## src/rtl/udma_pkg.sv

```systemverilog
package udma_pkg;
    localparam int DATA_W = 32;
    localparam int LANES  = DATA_W / 8;

    typedef enum logic [2:0] {
        S_IDLE,
        S_HOLD,
        S_READ,
        S_WRITE,
        S_STEP
    } udma_state_e;

    // bytes per unit: byte, word, longword; code 3 behaves as longword
    function automatic logic [2:0] unit_bytes(input logic [1:0] size);
        case (size)
            2'd0:    return 3'd1;
            2'd1:    return 3'd2;
            default: return 3'd4;
        endcase
    endfunction
endpackage

```

## src/rtl/udma_prio.sv

```systemverilog
module udma_prio #(
    parameter int N  = 4,
    localparam int IW = (N > 1) ? $clog2(N) : 1
) (
    input  logic [N-1:0]  req,
    output logic          gnt_vld,
    output logic [IW-1:0] gnt_idx
);
    always_comb begin
        gnt_vld = |req;
        gnt_idx = '0;
        for (int i = N - 1; i >= 0; i--) begin
            if (req[i]) gnt_idx = IW'(i);
        end
    end
endmodule

```

## src/rtl/udma_lanes.sv

```systemverilog
module udma_lanes
    import udma_pkg::*;
(
    input  logic [1:0]        size,
    input  logic [1:0]        rd_off,
    input  logic [1:0]        wr_off,
    input  logic [DATA_W-1:0] rdata,
    input  logic [DATA_W-1:0] hold,
    output logic [DATA_W-1:0] rd_val,
    output logic [LANES-1:0]  rd_be,
    output logic [LANES-1:0]  wr_be,
    output logic [DATA_W-1:0] wr_data
);
    logic [2:0]        nb;
    logic [1:0]        ra, wa;
    logic [LANES-1:0]  bmask;
    logic [DATA_W-1:0] vmask;

    always_comb begin
        nb    = unit_bytes(size);
        ra    = rd_off & ~(nb[1:0] - 2'd1);
        wa    = wr_off & ~(nb[1:0] - 2'd1);
        bmask = (nb == 3'd1) ? 4'b0001 : (nb == 3'd2) ? 4'b0011 : 4'b1111;
        vmask = (nb == 3'd1) ? 32'h0000_00FF :
                (nb == 3'd2) ? 32'h0000_FFFF : 32'hFFFF_FFFF;
        rd_val  = (rdata >> {ra, 3'b000}) & vmask;
        rd_be   = bmask << ra;
        wr_be   = bmask << wa;
        wr_data = (hold & vmask) << {wa, 3'b000};
    end
endmodule

```

## src/rtl/udma_regfile.sv

```systemverilog
module udma_regfile
    import udma_pkg::*;
#(
    parameter int NCH = 4,
    parameter int AW  = 24,
    parameter int CW  = 16,
    localparam int CHW = (NCH > 1) ? $clog2(NCH) : 1
) (
    input  logic                     clk,
    input  logic                     rst_n,
    input  logic                     wr_en,
    input  logic [CHW-1:0]           wr_ch,
    input  logic [1:0]               wr_sel,
    input  logic [AW-1:0]            wr_data,
    input  logic                     upd,
    input  logic [CHW-1:0]           upd_ch,
    output logic [NCH-1:0][AW-1:0]   src_o,
    output logic [NCH-1:0][AW-1:0]   dst_o,
    output logic [NCH-1:0][CW-1:0]   cnt_o,
    output logic [NCH-1:0][1:0]      size_o,
    output logic [NCH-1:0][1:0]      mode_o,
    output logic [NCH-1:0]           en_o
);
    for (genvar i = 0; i < NCH; i++) begin : g_ch
        logic [AW-1:0] stp;
        assign stp = AW'(unit_bytes(size_o[i]));

        always_ff @(posedge clk or negedge rst_n) begin
            if (!rst_n) begin
                src_o[i]  <= '0;
                dst_o[i]  <= '0;
                cnt_o[i]  <= '0;
                size_o[i] <= '0;
                mode_o[i] <= '0;
                en_o[i]   <= 1'b0;
            end else if (wr_en && wr_ch == CHW'(i)) begin
                case (wr_sel)
                    2'd0: src_o[i] <= wr_data;
                    2'd1: dst_o[i] <= wr_data;
                    2'd2: cnt_o[i] <= wr_data[CW-1:0];
                    default: begin
                        en_o[i]   <= wr_data[0];
                        size_o[i] <= wr_data[2:1];
                        mode_o[i] <= wr_data[4:3];
                    end
                endcase
            end else if (upd && upd_ch == CHW'(i)) begin
                case (mode_o[i])
                    2'd0:    dst_o[i] <= dst_o[i] + stp;
                    2'd1:    dst_o[i] <= dst_o[i] - stp;
                    2'd2:    src_o[i] <= src_o[i] + stp;
                    default: ;
                endcase
                cnt_o[i] <= cnt_o[i] - CW'(1);
                if (cnt_o[i] == CW'(1)) en_o[i] <= 1'b0;
            end
        end
    end
endmodule

```

## src/rtl/udma_ctrl.sv

```systemverilog
module udma_ctrl
    import udma_pkg::*;
#(
    parameter int NCH = 4,
    parameter int AW  = 24,
    parameter int CW  = 16,
    localparam int CHW = (NCH > 1) ? $clog2(NCH) : 1,
    localparam int RAW = CHW + 2
) (
    input  logic              clk,
    input  logic              rst_n,
    input  logic [NCH-1:0]    irq_in,
    output logic [NCH-1:0]    done_irq,
    output logic              stall_req,
    input  logic              stall_ack,
    input  logic              reg_we,
    input  logic [RAW-1:0]    reg_addr,
    input  logic [AW-1:0]     reg_wdata,
    output logic [AW-1:0]     reg_rdata,
    output logic              mem_req,
    output logic              mem_we,
    output logic [AW-1:0]     mem_addr,
    output logic [LANES-1:0]  mem_be,
    output logic [DATA_W-1:0] mem_wdata,
    input  logic [DATA_W-1:0] mem_rdata
);
    udma_state_e state_q, state_d;

    logic [NCH-1:0]          irq_q, pend_q, trig, elig, ch_en, cnt_nz, take;
    logic [NCH-1:0][AW-1:0]  src_a, dst_a;
    logic [NCH-1:0][CW-1:0]  cnt_a;
    logic [NCH-1:0][1:0]     size_a, mode_a;
    logic                    gnt_vld, upd;
    logic [CHW-1:0]          gnt_idx, cur_q, rd_ch;
    logic [1:0]              rd_sel;
    logic [DATA_W-1:0]       hold_q, rd_val, lane_wdata;
    logic [LANES-1:0]        rd_be, wr_be;

    assign rd_ch  = reg_addr[RAW-1:2];
    assign rd_sel = reg_addr[1:0];
    assign trig   = irq_in & ~irq_q;

    always_comb begin
        for (int i = 0; i < NCH; i++) cnt_nz[i] = |cnt_a[i];
    end
    assign elig = pend_q & ch_en & cnt_nz;
    assign take = (state_q == S_IDLE && gnt_vld) ? (NCH'(1) << gnt_idx) : '0;

    udma_prio #(.N(NCH)) u_prio (
        .req(elig), .gnt_vld(gnt_vld), .gnt_idx(gnt_idx)
    );

    udma_regfile #(.NCH(NCH), .AW(AW), .CW(CW)) u_regs (
        .clk(clk), .rst_n(rst_n),
        .wr_en(reg_we), .wr_ch(rd_ch), .wr_sel(rd_sel), .wr_data(reg_wdata),
        .upd(upd), .upd_ch(cur_q),
        .src_o(src_a), .dst_o(dst_a), .cnt_o(cnt_a),
        .size_o(size_a), .mode_o(mode_a), .en_o(ch_en)
    );

    udma_lanes u_lanes (
        .size(size_a[cur_q]),
        .rd_off(src_a[cur_q][1:0]), .wr_off(dst_a[cur_q][1:0]),
        .rdata(mem_rdata), .hold(hold_q),
        .rd_val(rd_val), .rd_be(rd_be), .wr_be(wr_be), .wr_data(lane_wdata)
    );

    // state register
    always_ff @(posedge clk or negedge rst_n) begin
        if (!rst_n) state_q <= S_IDLE;
        else        state_q <= state_d;
    end

    // transitions: grant, acknowledge, fetch done, store done, release
    always_comb begin
        state_d = state_q;
        unique case (state_q)
            S_IDLE:  if (gnt_vld)   state_d = S_HOLD;
            S_HOLD:  if (stall_ack) state_d = S_READ;
            S_READ:                 state_d = S_WRITE;
            S_WRITE:                state_d = S_STEP;
            S_STEP:                 state_d = S_IDLE;
            default:                state_d = S_IDLE;
        endcase
    end

    // trigger capture, channel selection and data holding
    always_ff @(posedge clk or negedge rst_n) begin
        if (!rst_n) begin
            irq_q  <= '0;
            pend_q <= '0;
            cur_q  <= '0;
            hold_q <= '0;
        end else begin
            irq_q  <= irq_in;
            pend_q <= (pend_q & ~take) | trig;
            if (state_q == S_IDLE && gnt_vld) cur_q <= gnt_idx;
            if (state_q == S_READ) hold_q <= rd_val;
        end
    end

    // outputs
    always_comb begin
        stall_req = 1'b0;
        mem_req   = 1'b0;
        mem_we    = 1'b0;
        mem_addr  = '0;
        mem_be    = '0;
        mem_wdata = '0;
        upd       = 1'b0;
        done_irq  = '0;
        unique case (state_q)
            S_IDLE: ;
            S_HOLD: stall_req = 1'b1;
            S_READ: begin
                stall_req = 1'b1;
                mem_req   = 1'b1;
                mem_addr  = src_a[cur_q];
                mem_be    = rd_be;
            end
            S_WRITE: begin
                stall_req = 1'b1;
                mem_req   = 1'b1;
                mem_we    = 1'b1;
                mem_addr  = dst_a[cur_q];
                mem_be    = wr_be;
                mem_wdata = lane_wdata;
            end
            S_STEP: begin
                upd = 1'b1;
                if (cnt_a[cur_q] == CW'(1)) done_irq[cur_q] = 1'b1;
            end
            default: ;
        endcase
    end

    // register readback
    always_comb begin
        case (rd_sel)
            2'd0:    reg_rdata = src_a[rd_ch];
            2'd1:    reg_rdata = dst_a[rd_ch];
            2'd2:    reg_rdata = AW'(cnt_a[rd_ch]);
            default: reg_rdata = AW'({mode_a[rd_ch], size_a[rd_ch], ch_en[rd_ch]});
        endcase
    end
endmodule

```

## config.mk

```make
export PLATFORM = sky130hd
export DESIGN_NAME = udma_ctrl
export DESIGN_NICKNAME = d
export VERILOG_FILES = /design/src/rtl/udma_pkg.sv /design/src/rtl/udma_prio.sv /design/src/rtl/udma_lanes.sv /design/src/rtl/udma_regfile.sv /design/src/rtl/udma_ctrl.sv
export SDC_FILE = /design/constraint.sdc
export NUM_CORES = 1
export LEC_CHECK = 0
export BUFFER_PORTS_ARGS = -buffer_cell sky130_fd_sc_hd__buf_2
export CAP_MARGIN = 10
export CORE_ASPECT_RATIO = 1.25
export CORE_MARGIN = 2
export CORE_UTILIZATION = 45
export CTS_CLUSTER_DIAMETER = 200
export DETAILED_ROUTE_END_ITERATION = 16
export GPL_TIMING_DRIVEN = 1
export SETUP_SLACK_MARGIN = 0.1
export SYNTH_ARGS = -nofsm -noshare
export SYNTH_HDL_FRONTEND = slang
export SYNTH_SLANG_ARGS = --single-unit
```

## constraint.sdc

```tcl
create_clock -name clk -period 10.4 [get_ports clk]
set_input_delay 1.56 -clock clk [delete_from_list [all_inputs] [get_ports clk]]
set_output_delay 1.56 -clock clk [all_outputs]
set_load 0.05 [all_outputs]
```

# [Yosys cells after proc, flatten, opt, wreduce, memory -nomap -nowiden]
# Index checks and enable logic that the tools add are counted.
[totals] register_bits=321 output_inout_bits=91 wordCells=282
[classes] addsub=17 order_cmp=3 eq_ne=50 shifts=5 mux=97 n_bitwise=13 n_reduce_logical=68
[ops] operator="two-way mux 24 bit" n=26
[ops] operator="one-hot mux 24 bit (2 select lines)" n=5
[ops] operator="adder 24 x 3 -> 24 bit" n=8
[ops] operator="binary-select mux 24 bit (select 2 bit)" n=4
[ops] operator="two-way mux 16 bit" n=11
[ops] operator="two-way mux 32 bit" n=3
[ops] operator="subtractor 24 x 3 -> 24 bit" n=4
[ops] operator="equality test 16 x 1 -> 1 bit (second input constant)" n=5
[ops] operator="one-hot mux 24 bit (3 select lines)" n=1
[ops] operator="bitwise AND 32 bit" n=2
[ops] operator="binary-select mux 16 bit (select 2 bit)" n=2
[ops] operator="OR reduction 16 bit" n=4
[ops] operator="subtractor 16 x 1 -> 16 bit (second input constant)" n=4
[ops] operator="inequality test 2 bit (second input constant)" n=18
[ops] operator="AND reduction 3 bit" n=12
[ops] operator="<< shifter 32 x 5 -> 32 bit" n=1
[ops] operator="right shift 32 x 5 -> 32 bit" n=1
[ops] operator="one-hot mux 3 bit (2 select lines)" n=5
[ops] operator="equality test 2 x 1 -> 1 bit (second input constant)" n=12
[ops] operator="zero test 2 bit" n=12
[ops] operator="nonzero test 2 bit" n=12
[ops] operator="two-way mux 4 bit" n=5
[ops] operator="two-way mux 1 bit" n=19
[ops] operator="equality test 2 bit (second input constant)" n=9
[ops] operator="28 further kinds" n=68

# [Depth between registers and ports, before layout]
# Gate-level depths: netlist of the first run.
[logic_depth] word_depth=11 mapped_depth=14 mapped_depth_nobuf=14

# [Cells and area by module]
# A second synthesis of the first run with hierarchy kept.
[unflattened] cells_unflattened=3051 hier_area_um2=26474.1
[modules_own_cells] module="udma_regfile" instances=1 cells_per_inst=2410 area_per_inst_um2=19522.5 seq_area_each_um2=6906.6
[modules_own_cells] module="udma_ctrl" instances=1 cells_per_inst=481 area_per_inst_um2=5860.6 seq_area_each_um2=1126.1
[modules_own_cells] module="udma_lanes" instances=1 cells_per_inst=153 area_per_inst_um2=1056.0 seq_area_each_um2=0.0
[modules_own_cells] module="udma_prio" instances=1 cells_per_inst=7 area_per_inst_um2=35.0 seq_area_each_um2=0.0

# [Worst setup path after synthesis of the first run]
# No wires, ideal clock.
[synth_path] path_kind="input -> output" startpoint="input reg_addr[2]" endpoint="output reg_rdata[13]" arrival_time_ns=3.810 required_ns=8.840 slack_ns=5.030 stages=6 path_buffers=3 cell_sequence="buf_2 -> buf_2 -> buf_2 -> mux4_2 -> mux2i_1 -> o21ai_0"
[synth_between] elab_chain_len=3
[synth_lines] element="start, declared" line="udma_ctrl.sv:17" source="input logic [RAW-1:0] reg_addr,"
[synth_lines] element="binary-select mux 16 bit (select 2 bit) (tied with other cells)" line="udma_ctrl.sv:142" source="2'd2: reg_rdata = AW'(cnt_a[rd_ch]);"
[synth_lines] element="two-way mux 16 bit (implied by the code) (tied with other cells)" line="udma_ctrl.sv:142"
[synth_lines] element="one-hot mux 24 bit (3 select lines) *" line="udma_ctrl.sv:139" source="case (rd_sel)"
[synth_lines] element="end, declared" line="udma_ctrl.sv:19" source="output logic [AW-1:0] reg_rdata,"
# Every way passes the cells marked *; elsewhere a longest branch is shown, timed or not. The select of a mux whose other input is x is not followed.

# [Worst setup path in the final report of the first run]
[layout_path] startpoint="input reg_addr[2]" endpoint="output reg_rdata[8]"
# The elaborated chain is that of the path after synthesis.

==> impl_metrics.prom, run 1 <==
# TYPE chip_impl_metric gauge
chip_impl_metric{name="synth_fp_nets",unit=""} 3246
chip_impl_metric{name="drcViolationCount",unit=""} 0
chip_impl_info{name="hold_class",value="flip-flop to flip-flop"} 1
chip_impl_metric{name="post_synth_num_cell_types",unit=""} 96
chip_impl_info{name="startpoint_type",value="input pin"} 1
chip_impl_metric{name="post_route_cells_drive_above_1_share",unit="%"} 14.8
chip_impl_metric{name="post-dp-hpwl",unit="um"} 82100
chip_impl_metric{name="total_power",unit="mW"} 8.76
chip_impl_metric{name="worstPathRequired",unit="ns"} 8.84
chip_impl_metric{name="dpl_ws",unit="ns"} 4.37
chip_impl_metric{name="mean_post_synth_cell_area",unit="um2"} 8.43
chip_impl_info{name="startpoint_of_the_worst_hold_path",value="irq_q[2]"} 1
chip_impl_metric{name="clock_sinks",unit=""} 321
chip_impl_metric{name="clock_path_buffers",unit=""} 3
chip_impl_metric{name="synth_area",unit="mm2"} 0.0257
chip_impl_metric{name="finalWorstSetupSlack",unit="ns"} 4.37
chip_impl_metric{name="place_inst",unit=""} 3810
chip_impl_metric{name="period_share",unit="%"} 58.0
chip_impl_metric{name="routabilityCongestion",unit=""} 0.990
chip_impl_metric{name="pin_count",unit=""} 159
chip_impl_metric{name="final_util",unit="%"} 50.0
chip_impl_info{name="outcome",value="complete, no violations"} 1
chip_impl_metric{name="yosysWarningCount",unit=""} 0
chip_impl_metric{name="setup_viol",unit=""} 0
chip_impl_info{name="layout.cells.most_common_list",value="sky130_fd_sc_hd__nand2_1 (443), sky130_fd_sc_hd__a21oi_1 (339), sky130_fd_sc_hd__dfrtp_1 (319)"} 1
chip_impl_metric{name="drtIter0Drc",unit=""} 2969
chip_impl_info{name="yosys_most_used_dff",value="sky130_fd_sc_hd__dfrtp_1"} 1
chip_impl_metric{name="synth_enable_flop_cells",unit=""} 0
chip_impl_metric{name="timing.final.max_slew_violations",unit=""} 0
chip_impl_metric{name="power.density_cell_area",unit="mW/mm2"} 308
chip_impl_metric{name="worst_ir_drop_vdd",unit="V"} 0.000132
chip_impl_metric{name="drtPass1Iterations",unit=""} 9
chip_impl_metric{name="antennaDiodeCount",unit=""} 0
chip_impl_info{name="worstSetupPathType",value="input pin to primary output"} 1
chip_impl_metric{name="ctsHoldBuffers",unit=""} 0
chip_impl_metric{name="antenna_violations_before_repair",unit=""} 1
chip_impl_metric{name="global_route_wire_length_before_repair",unit="um"} 163000
chip_impl_metric{name="seq_power_share",unit="%"} 28.5
chip_impl_metric{name="floorplan.rows",unit=""} 98
chip_impl_metric{name="clock_tree.htree_level_count",unit=""} 2
chip_impl_info{name="critical_path.reg2reg.startpoint",value="u_regs.size_o[4]"} 1
chip_impl_metric{name="syn-instance-count",unit=""} 3053
chip_impl_info{name="ctsRootBufferMaster",value="sky130_fd_sc_hd__clkbuf_16"} 1
chip_impl_metric{name="share_clk_of_total_power",unit="%"} 17.2
chip_impl_metric{name="layout.cell_area.non_filler",unit="mm2"} 0.0284
chip_impl_metric{name="syn2layout_area_growth",unit="%"} 10.4
chip_impl_metric{name="worstSkewPairLatency",unit="ns"} 0.58
chip_impl_metric{name="post_dp_cell_area",unit="mm2"} 0.0271
chip_impl_metric{name="floorplan.initialDensity",unit="%"} 45.2
chip_impl_metric{name="critical_path_arrival",unit="ns"} 4.47
chip_impl_metric{name="wl_per_cell",unit="um"} 28.8
chip_impl_metric{name="grt_overflow_total",unit=""} 0
chip_impl_metric{name="wirelength_routed",unit="um"} 112000
chip_impl_metric{name="ctsResizeCount",unit=""} 0
chip_impl_info{name="crit_path_start",value="reg_addr[2]"} 1
chip_impl_metric{name="setup_tns",unit="ns"} 0
chip_impl_metric{name="critical_path_peak_fanout",unit=""} 41
chip_impl_metric{name="die_width",unit="um"} 218
chip_impl_metric{name="timing.fmax",unit="GHz"} 0.166
chip_impl_metric{name="cell_internal_power",unit="mW"} 4.47
chip_impl_metric{name="place.port_buffers",unit=""} 158
chip_impl_metric{name="switching_power",unit="mW"} 4.29
chip_impl_metric{name="maxCapViolations",unit=""} 0
chip_impl_metric{name="hold_viol_final",unit=""} 0
chip_impl_metric{name="clock-skew-final",unit="ns"} 0.0256
chip_impl_info{name="grt_setup_unrepaired",value="no"} 1
chip_impl_metric{name="worstMarginPinSlew",unit="ns"} 1.29
chip_impl_metric{name="die-height",unit="um"} 271
chip_impl_info{name="leading_cell_type_in_the_layout_fill_and_taps_excluded",value="sky130_fd_sc_hd__nand2_1"} 1
chip_impl_metric{name="avgViaCountPerCell",unit=""} 6.70
chip_impl_metric{name="num-nets-final",unit=""} 3294
chip_impl_metric{name="maximum_number_of_pins_on_one_net_before_global_route_repair",unit=""} 100
chip_impl_metric{name="ys_seq_area_share",unit="%"} 31.2
chip_impl_metric{name="core_area",unit="mm2"} 0.0569
chip_impl_metric{name="post-cts-setup-buffers",unit=""} 0
chip_impl_metric{name="min_delay_path_depth",unit=""} 1
chip_impl_metric{name="vias",unit=""} 26000
chip_impl_info{name="crit_path_end_kind",value="primary output"} 1
chip_impl_metric{name="filler_cell_count",unit=""} 5439
chip_impl_metric{name="ys_ff_latch",unit=""} 321
chip_impl_metric{name="async_reset_ff_share",unit="%"} 100
chip_impl_metric{name="power.combinational.fraction",unit="%"} 54.3
chip_impl_metric{name="cts-buffers-inserted",unit=""} 39
chip_impl_metric{name="grt_pass1_vias",unit=""} 24400
chip_impl_metric{name="clk_pin_slew",unit="ns"} 0.06
chip_impl_metric{name="fin_cells",unit=""} 3879
chip_impl_metric{name="grt.total_usage",unit="%"} 37.2
chip_impl_metric{name="die_area",unit="mm2"} 0.0591
chip_impl_metric{name="worst_case_reg_to_reg_path_depth",unit=""} 14
chip_impl_metric{name="finalCriticalPeriod",unit="ns"} 6.03
chip_impl_metric{name="route.antenna.remaining_nets",unit=""} 0
chip_impl_metric{name="leakage",unit="nW"} 12.1
chip_impl_metric{name="power_switching_share",unit="%"} 49.0
chip_impl_info{name="tritoncts",value="built"} 1
chip_impl_metric{name="max-slew-margin-rel",unit="%"} 13.7
chip_impl_metric{name="min_hold_slack",unit="ns"} 0.415
==> cells by family (layout without fill, tap and decap cells) <==
family	Yosys count	in the layout	share of synthesized area (%)
compound gates	1009	1009	23.9
fa+ha+maj	125	125	6.31
flops	321	321	31.2
xor+xnor	77	77	2.62
mux	173	173	12.8
buf+inv	252	328	3.89
simple gates	1096	1096	19.2
==> final timing paths <==
kind | endpoint | slack [ns]
worst max-delay path | reg_rdata[8] | 4.37
worst min-delay path | pend_q[2] | 0.42
worst max register to register | u_regs.dst_o[65] | 5.92
worst min register to register | pend_q[2] | 0.42
max in group asynchronous | u_regs.dst_o[83] | 7.77
min in group asynchronous | hold_q[0] | 1.04
==> critical path, cell delays in order <==
cell	delay, ns
sky130_fd_sc_hd__buf_4	0.53
sky130_fd_sc_hd__buf_4	0.79
sky130_fd_sc_hd__mux4_2	0.60
sky130_fd_sc_hd__mux2i_1	0.32
sky130_fd_sc_hd__o21ai_0	0.27
sky130_fd_sc_hd__buf_2	0.33
==> synth_stat cells, types with 35 or more instances <==
cell type,n,area [um2]
sky130_fd_sc_hd__and3_1,50,313
sky130_fd_sc_hd__xnor2_1,35,307
sky130_fd_sc_hd__nor2_1,299,1120
sky130_fd_sc_hd__a31oi_1,62,388
sky130_fd_sc_hd__o22ai_1,46,288
sky130_fd_sc_hd__a21o_1,45,338
sky130_fd_sc_hd__nor3_1,47,235
sky130_fd_sc_hd__o21ai_0,254,1270
sky130_fd_sc_hd__mux4_2,124,2790
sky130_fd_sc_hd__o21ai_1,38,190
sky130_fd_sc_hd__xor2_1,42,368
sky130_fd_sc_hd__nand3_1,78,390
sky130_fd_sc_hd__dfrtp_1,321,8030
sky130_fd_sc_hd__ha_1,117,1460
sky130_fd_sc_hd__inv_1,62,233
sky130_fd_sc_hd__nand2_1,443,1660
sky130_fd_sc_hd__clkbuf_1,126,473
sky130_fd_sc_hd__a21oi_1,339,1700
==> power by group through the flow <==
stage / clock network, mW / registers, mW / logic, mW
6_report: 1.51 / 2.50 / 4.75
5_1_grt: 1.57 / 2.53 / 5.18
4_1_cts: 1.52 / 2.45 / 4.68
3_5_place_dp: 0 / 2.47 / 4.65
3_3_place_gp: 0 / 2.46 / 4.58
2_1_floorplan: 0 / 2.06 / 3.66
==> per-layer routing <==
metal | GRT usage [%] | routed length [um]
met1 | 49.4 | 43400
met2 | 56.3 | 48900
met3 | 7.70 | 11700
met4 | 21.3 | 7680
met5 | 0 | 18
==> state kept, by name, indices dropped and copies added (netlist names) <==
name / count
u_regs.cnt_o: 64
u_regs.dst_o: 96
hold_q: 32
u_regs.mode_o: 8
u_regs.size_o: 8
irq_q: 4
state_q: 3
cur_q: 2
u_regs.en_o: 4
pend_q: 4
u_regs.src_o: 96
==> layout make-up <==
| type | count | area [um2] | share of cell area [%] |
|---|---|---|---|
| clock buffer | 51 | 1110 | 3.91 |
| inverter | 64 | 240 | 0.845 |
| tap | 750 | 938 | 3.30 |
| sequential | 321 | 8040 | 28.3 |
| timing repair buffer | 195 | 1080 | 3.81 |
| clock inverter | 18 | 246 | 0.867 |
| multi-input combinational | 2480 | 16800 | 59.0 |
Power figures use the tool's default switching activity.
==> run 2, diff against run 1 <==
- ABC_AREA: not set -> 1
- clock period: 10.4 -> 5 ns (I/O delays scaled with it)
==> impl_metrics.prom, run 2 <==
# TYPE chip_impl_metric gauge
chip_impl_metric{name="max-slew-margin-rel",unit="%"} 34.5
chip_impl_info{name="crit_path_top_delay_cell",value="sky130_fd_sc_hd__buf_4"} 1
chip_impl_metric{name="finalCriticalPeriod",unit="ns"} 4.39
chip_impl_metric{name="ctsHoldBuffers",unit=""} 0
chip_impl_metric{name="final_util",unit="%"} 49.7
chip_impl_info{name="crit_path_frequent_cell",value="sky130_fd_sc_hd__nand2_1"} 1
chip_impl_metric{name="setup_viol",unit=""} 0
chip_impl_metric{name="ctsResizeCount",unit=""} 0
chip_impl_info{name="hold_class",value="input pin to asynchronous set/reset pin"} 1
chip_impl_metric{name="filler_cell_count",unit=""} 6980
chip_impl_metric{name="worst_case_reg_to_reg_path_depth",unit=""} 14
chip_impl_metric{name="power_switching_share",unit="%"} 55.7
chip_impl_metric{name="wirelength_routed",unit="um"} 128000
chip_impl_metric{name="clk_pin_slew",unit="ns"} 0.06
chip_impl_metric{name="setup_tns",unit="ns"} 0
chip_impl_metric{name="pin_count",unit=""} 159
chip_impl_metric{name="avgViaCountPerCell",unit=""} 5.80
chip_impl_info{name="synth.area.top_cells",value="sky130_fd_sc_hd__dfrtp_1 (28%), sky130_fd_sc_hd__nand2_1 (17%), sky130_fd_sc_hd__inv_1 (9.1%)"} 1
chip_impl_info{name="outcome",value="complete, no violations"} 1
chip_impl_metric{name="timing.final.max_slew_violations",unit=""} 0
chip_impl_metric{name="clock_path_buffers",unit=""} 3
chip_impl_info{name="tritoncts",value="built"} 1
chip_impl_metric{name="antenna_violations_before_repair",unit=""} 3
chip_impl_metric{name="vias",unit=""} 32900
chip_impl_metric{name="synth_enable_flop_cells",unit=""} 0
chip_impl_metric{name="place_inst",unit=""} 5613
chip_impl_metric{name="drtPass1Iterations",unit=""} 6
chip_impl_metric{name="ys_ff_latch",unit=""} 321
chip_impl_metric{name="post-cts-setup-buffers",unit=""} 0
chip_impl_metric{name="worstMarginPinSlew",unit="ns"} 0.982
chip_impl_metric{name="grt_util_met3",unit="%"} 4.97
chip_impl_metric{name="place.port_buffers",unit=""} 158
chip_impl_metric{name="yosys.area.top_type_share",unit="%"} 27.6
chip_impl_metric{name="timing.fmax",unit="GHz"} 0.228
chip_impl_metric{name="maximum_number_of_pins_on_one_net_before_global_route_repair",unit=""} 104
chip_impl_metric{name="worst_ir_drop_vdd",unit="V"} 0.000312
chip_impl_metric{name="clock-skew-final",unit="ns"} 0.0448
chip_impl_metric{name="switching_power",unit="mW"} 11.8
chip_impl_metric{name="drtIter0Drc",unit=""} 3617
chip_impl_metric{name="total_power",unit="mW"} 21.2
chip_impl_metric{name="grt_overflow_total",unit=""} 0
chip_impl_metric{name="worstPathRequired",unit="ns"} 4.25
chip_impl_metric{name="regToRegSetupSlack",unit="ns"} 1.54
chip_impl_metric{name="post_synth_num_cell_types",unit=""} 54
chip_impl_metric{name="syn-instance-count",unit=""} 4729
chip_impl_info{name="grt_setup_unrepaired",value="no"} 1
chip_impl_metric{name="floorplan.rows",unit=""} 104
chip_impl_metric{name="cell_internal_power",unit="mW"} 9.37
chip_impl_metric{name="core_area",unit="mm2"} 0.0642
chip_impl_metric{name="num-nets-final",unit=""} 4998
chip_impl_info{name="layout.cells.most_common_list",value="sky130_fd_sc_hd__nand2_1 (1308), sky130_fd_sc_hd__inv_1 (705), sky130_fd_sc_hd__nor2_1 (659)"} 1
chip_impl_metric{name="die-height",unit="um"} 288
chip_impl_metric{name="yosysWarningCount",unit=""} 0
chip_impl_metric{name="seq_power_share",unit="%"} 25.3
chip_impl_metric{name="synth_area",unit="mm2"} 0.0291
chip_impl_info{name="synthTopCellsByCount",value="sky130_fd_sc_hd__nand2_1 (1309), sky130_fd_sc_hd__inv_1 (705), sky130_fd_sc_hd__nor2_1 (663)"} 1
chip_impl_info{name="synthMostInstantiatedCell",value="sky130_fd_sc_hd__nand2_1"} 1
chip_impl_metric{name="met1_usage",unit="%"} 46.1
chip_impl_info{name="timing.rr.end",value="u_regs.dst_o[16]"} 1
chip_impl_info{name="yosys_most_used_dff",value="sky130_fd_sc_hd__dfrtp_1"} 1
chip_impl_metric{name="fin_cells",unit=""} 5680
chip_impl_info{name="cp_cell_sequence",value="nor2_4 -> buf_4 -> nand2_1 -> o21ai_0 -> a21oi_1 -> o21ai_0 -> nand2_1 -> inv_1 -> nand2_1 -> o21ai_0 -> nand2_1 -> inv_1 -> buf_2"} 1
chip_impl_metric{name="route.antenna.remaining_nets",unit=""} 0
chip_impl_metric{name="critical_path_peak_fanout",unit=""} 50
chip_impl_metric{name="power.combinational.fraction",unit="%"} 60.6
chip_impl_metric{name="global_route_wire_length_before_repair",unit="um"} 189000
chip_impl_metric{name="die_area",unit="mm2"} 0.0667
chip_impl_metric{name="cts-buffers-inserted",unit=""} 38
chip_impl_metric{name="critical_path_arrival",unit="ns"} 3.64
chip_impl_metric{name="ys_seq_area_share",unit="%"} 27.6
chip_impl_metric{name="leakage",unit="nW"} 16.9
chip_impl_metric{name="wl_per_cell",unit="um"} 22.5
chip_impl_info{name="startpoint_type",value="flip-flop"} 1
chip_impl_info{name="layout_top_registers",value="u_regs.dst_o (96), u_regs.src_o (96), u_regs.cnt_o (64)"} 1
chip_impl_metric{name="clock_sinks",unit=""} 321
chip_impl_metric{name="clock_tree.htree_level_count",unit=""} 2
chip_impl_metric{name="post-dp-hpwl",unit="um"} 102000
chip_impl_metric{name="synth_fp_nets",unit=""} 4922
chip_impl_info{name="ctsRootBufferMaster",value="sky130_fd_sc_hd__clkbuf_16"} 1
chip_impl_metric{name="async_reset_ff_share",unit="%"} 100
chip_impl_metric{name="grt_pass1_vias",unit=""} 30900
chip_impl_metric{name="grt.total_usage",unit="%"} 37.5
chip_impl_metric{name="hold_viol_final",unit=""} 0
chip_impl_info{name="worstSetupPathType",value="flip-flop to primary output"} 1
chip_impl_metric{name="share_clk_of_total_power",unit="%"} 14.1
chip_impl_info{name="crit_path_end_kind",value="primary output"} 1
chip_impl_metric{name="routabilityCongestion",unit=""} 0.994
chip_impl_metric{name="die_width",unit="um"} 231
chip_impl_metric{name="gr-usage-met2",unit="%"} 63.1
chip_impl_metric{name="mean_post_synth_cell_area",unit="um2"} 6.15
chip_impl_metric{name="power.density_cell_area",unit="mW/mm2"} 664
chip_impl_info{name="grt-busiest-layer",value="met2"} 1
chip_impl_metric{name="floorplan.initialDensity",unit="%"} 45.4
chip_impl_info{name="leading_cell_type_in_the_layout_fill_and_taps_excluded",value="sky130_fd_sc_hd__nand2_1"} 1
chip_impl_info{name="critical_path.reg2reg.startpoint",value="u_regs.mode_o[1]"} 1
chip_impl_metric{name="crit_path_max_incr_delay",unit="ns"} 0.48
chip_impl_info{name="synth_largest_area_cell",value="sky130_fd_sc_hd__dfrtp_1"} 1
chip_impl_metric{name="maxCapViolations",unit=""} 0
chip_impl_metric{name="syn2layout_area_growth",unit="%"} 9.49
chip_impl_metric{name="period_share",unit="%"} 87.9
chip_impl_metric{name="drcViolationCount",unit=""} 0
chip_impl_metric{name="post_route_cells_drive_above_1_share",unit="%"} 6.75
chip_impl_metric{name="worstSkewPairLatency",unit="ns"} 0.61
## run 2: changes by cell type in the layout (fill, tap and decap cells not counted), moves of 36 or more
cell	delta
sky130_fd_sc_hd__and3_1	-49
sky130_fd_sc_hd__o221ai_1	+62
sky130_fd_sc_hd__inv_1	+643
sky130_fd_sc_hd__mux4_2	-124
sky130_fd_sc_hd__nand3_1	+209
sky130_fd_sc_hd__a21oi_1	-130
sky130_fd_sc_hd__nand4_1	+64
sky130_fd_sc_hd__a22oi_1	+83
sky130_fd_sc_hd__o22ai_1	+36
sky130_fd_sc_hd__nand2_1	+865
sky130_fd_sc_hd__nor2_1	+362
sky130_fd_sc_hd__a21o_1	-41
## run 2: how the worst max path moves through the flow
stage | start | endpoint | slack (ns)
3_5_place_dp | cur_q[1] | mem_wdata[16] | 1.23
2_1_floorplan | cur_q[1] | mem_wdata[27] | 1.73
4_1_cts | cur_q[1] | mem_wdata[16] | 0.60
5_1_grt | cur_q[1] | mem_wdata[22] | 0.39
3_3_place_gp | reg_addr[3] | reg_rdata[15] | 1.30
6_report | cur_q[1] | mem_wdata[16] | 0.61
## run 2: cell type report
cell class | count | area, um2 | area share (%)
clock buffer | 47 | 1020 | 3.19
clock inverter | 18 | 255 | 0.801
tap | 848 | 1060 | 3.33
multi-input combinational | 3521 | 17600 | 55.4
sequential | 321 | 8030 | 25.2
antenna | 2 | 5.00 | 0.0157
timing repair buffer | 197 | 1120 | 3.51
inverter | 726 | 2730 | 8.56
## run 2: layer usage
metal	routed length [um]	up-vias	part of all wire [%]
met5	13	-	0.010
met4	8270	2	6.5
met3	9400	328	7.3
met2	60600	1376	47
met1	49600	15600	39
li1	-	15600	-
## run 2: power by group through the flow
stage	Combinational [mW]	Sequential (mW)	Clock [mW]
2_1_floorplan	9.33	4.53	0
3_3_place_gp	12.5	5.29	0
3_5_place_dp	12.6	5.30	0
4_1_cts	12.6	5.27	3.01
5_1_grt	14.2	5.44	3.10
6_report	12.8	5.35	2.99
## run 2: through the flow
stage	hold slack (ns)	area (um2)	setup WS (ns)
6_report	0.145	31900	0.605
5_1_grt	0.192	31900	0.395
4_1_cts	0.168	31900	0.598
3_5_place_dp	0.431	30600	1.23
3_3_place_gp	0.410	30600	1.30
2_1_floorplan	0.400	29100	1.73
## run 2: kinds of logic (layout without fill, tap and decap cells)
| family | count (synthesis) | in the layout | synth area share (%) |
|---|---|---|---|
| other | 0 | 2 | 0 |
| muxes | 3 | 3 | 0.116 |
| DFF | 321 | 321 | 27.6 |
| and+or+nand+nor | 2462 | 2462 | 34.8 |
| AOI/OAI and AO/OA | 875 | 875 | 18.3 |
| adders and majority gates | 125 | 125 | 5.58 |
| buffers and inverters | 887 | 988 | 11.8 |
| xor gates and xnor gates | 56 | 56 | 1.69 |
## run 2: critical path, delay by kind of cell, from the launching register on
kind | cells | cell delay, ns
buf+inv | 4 | 1.09
flops | 1 | 0.47
compound gates | 4 | 0.56
simple gates | 5 | 0.90
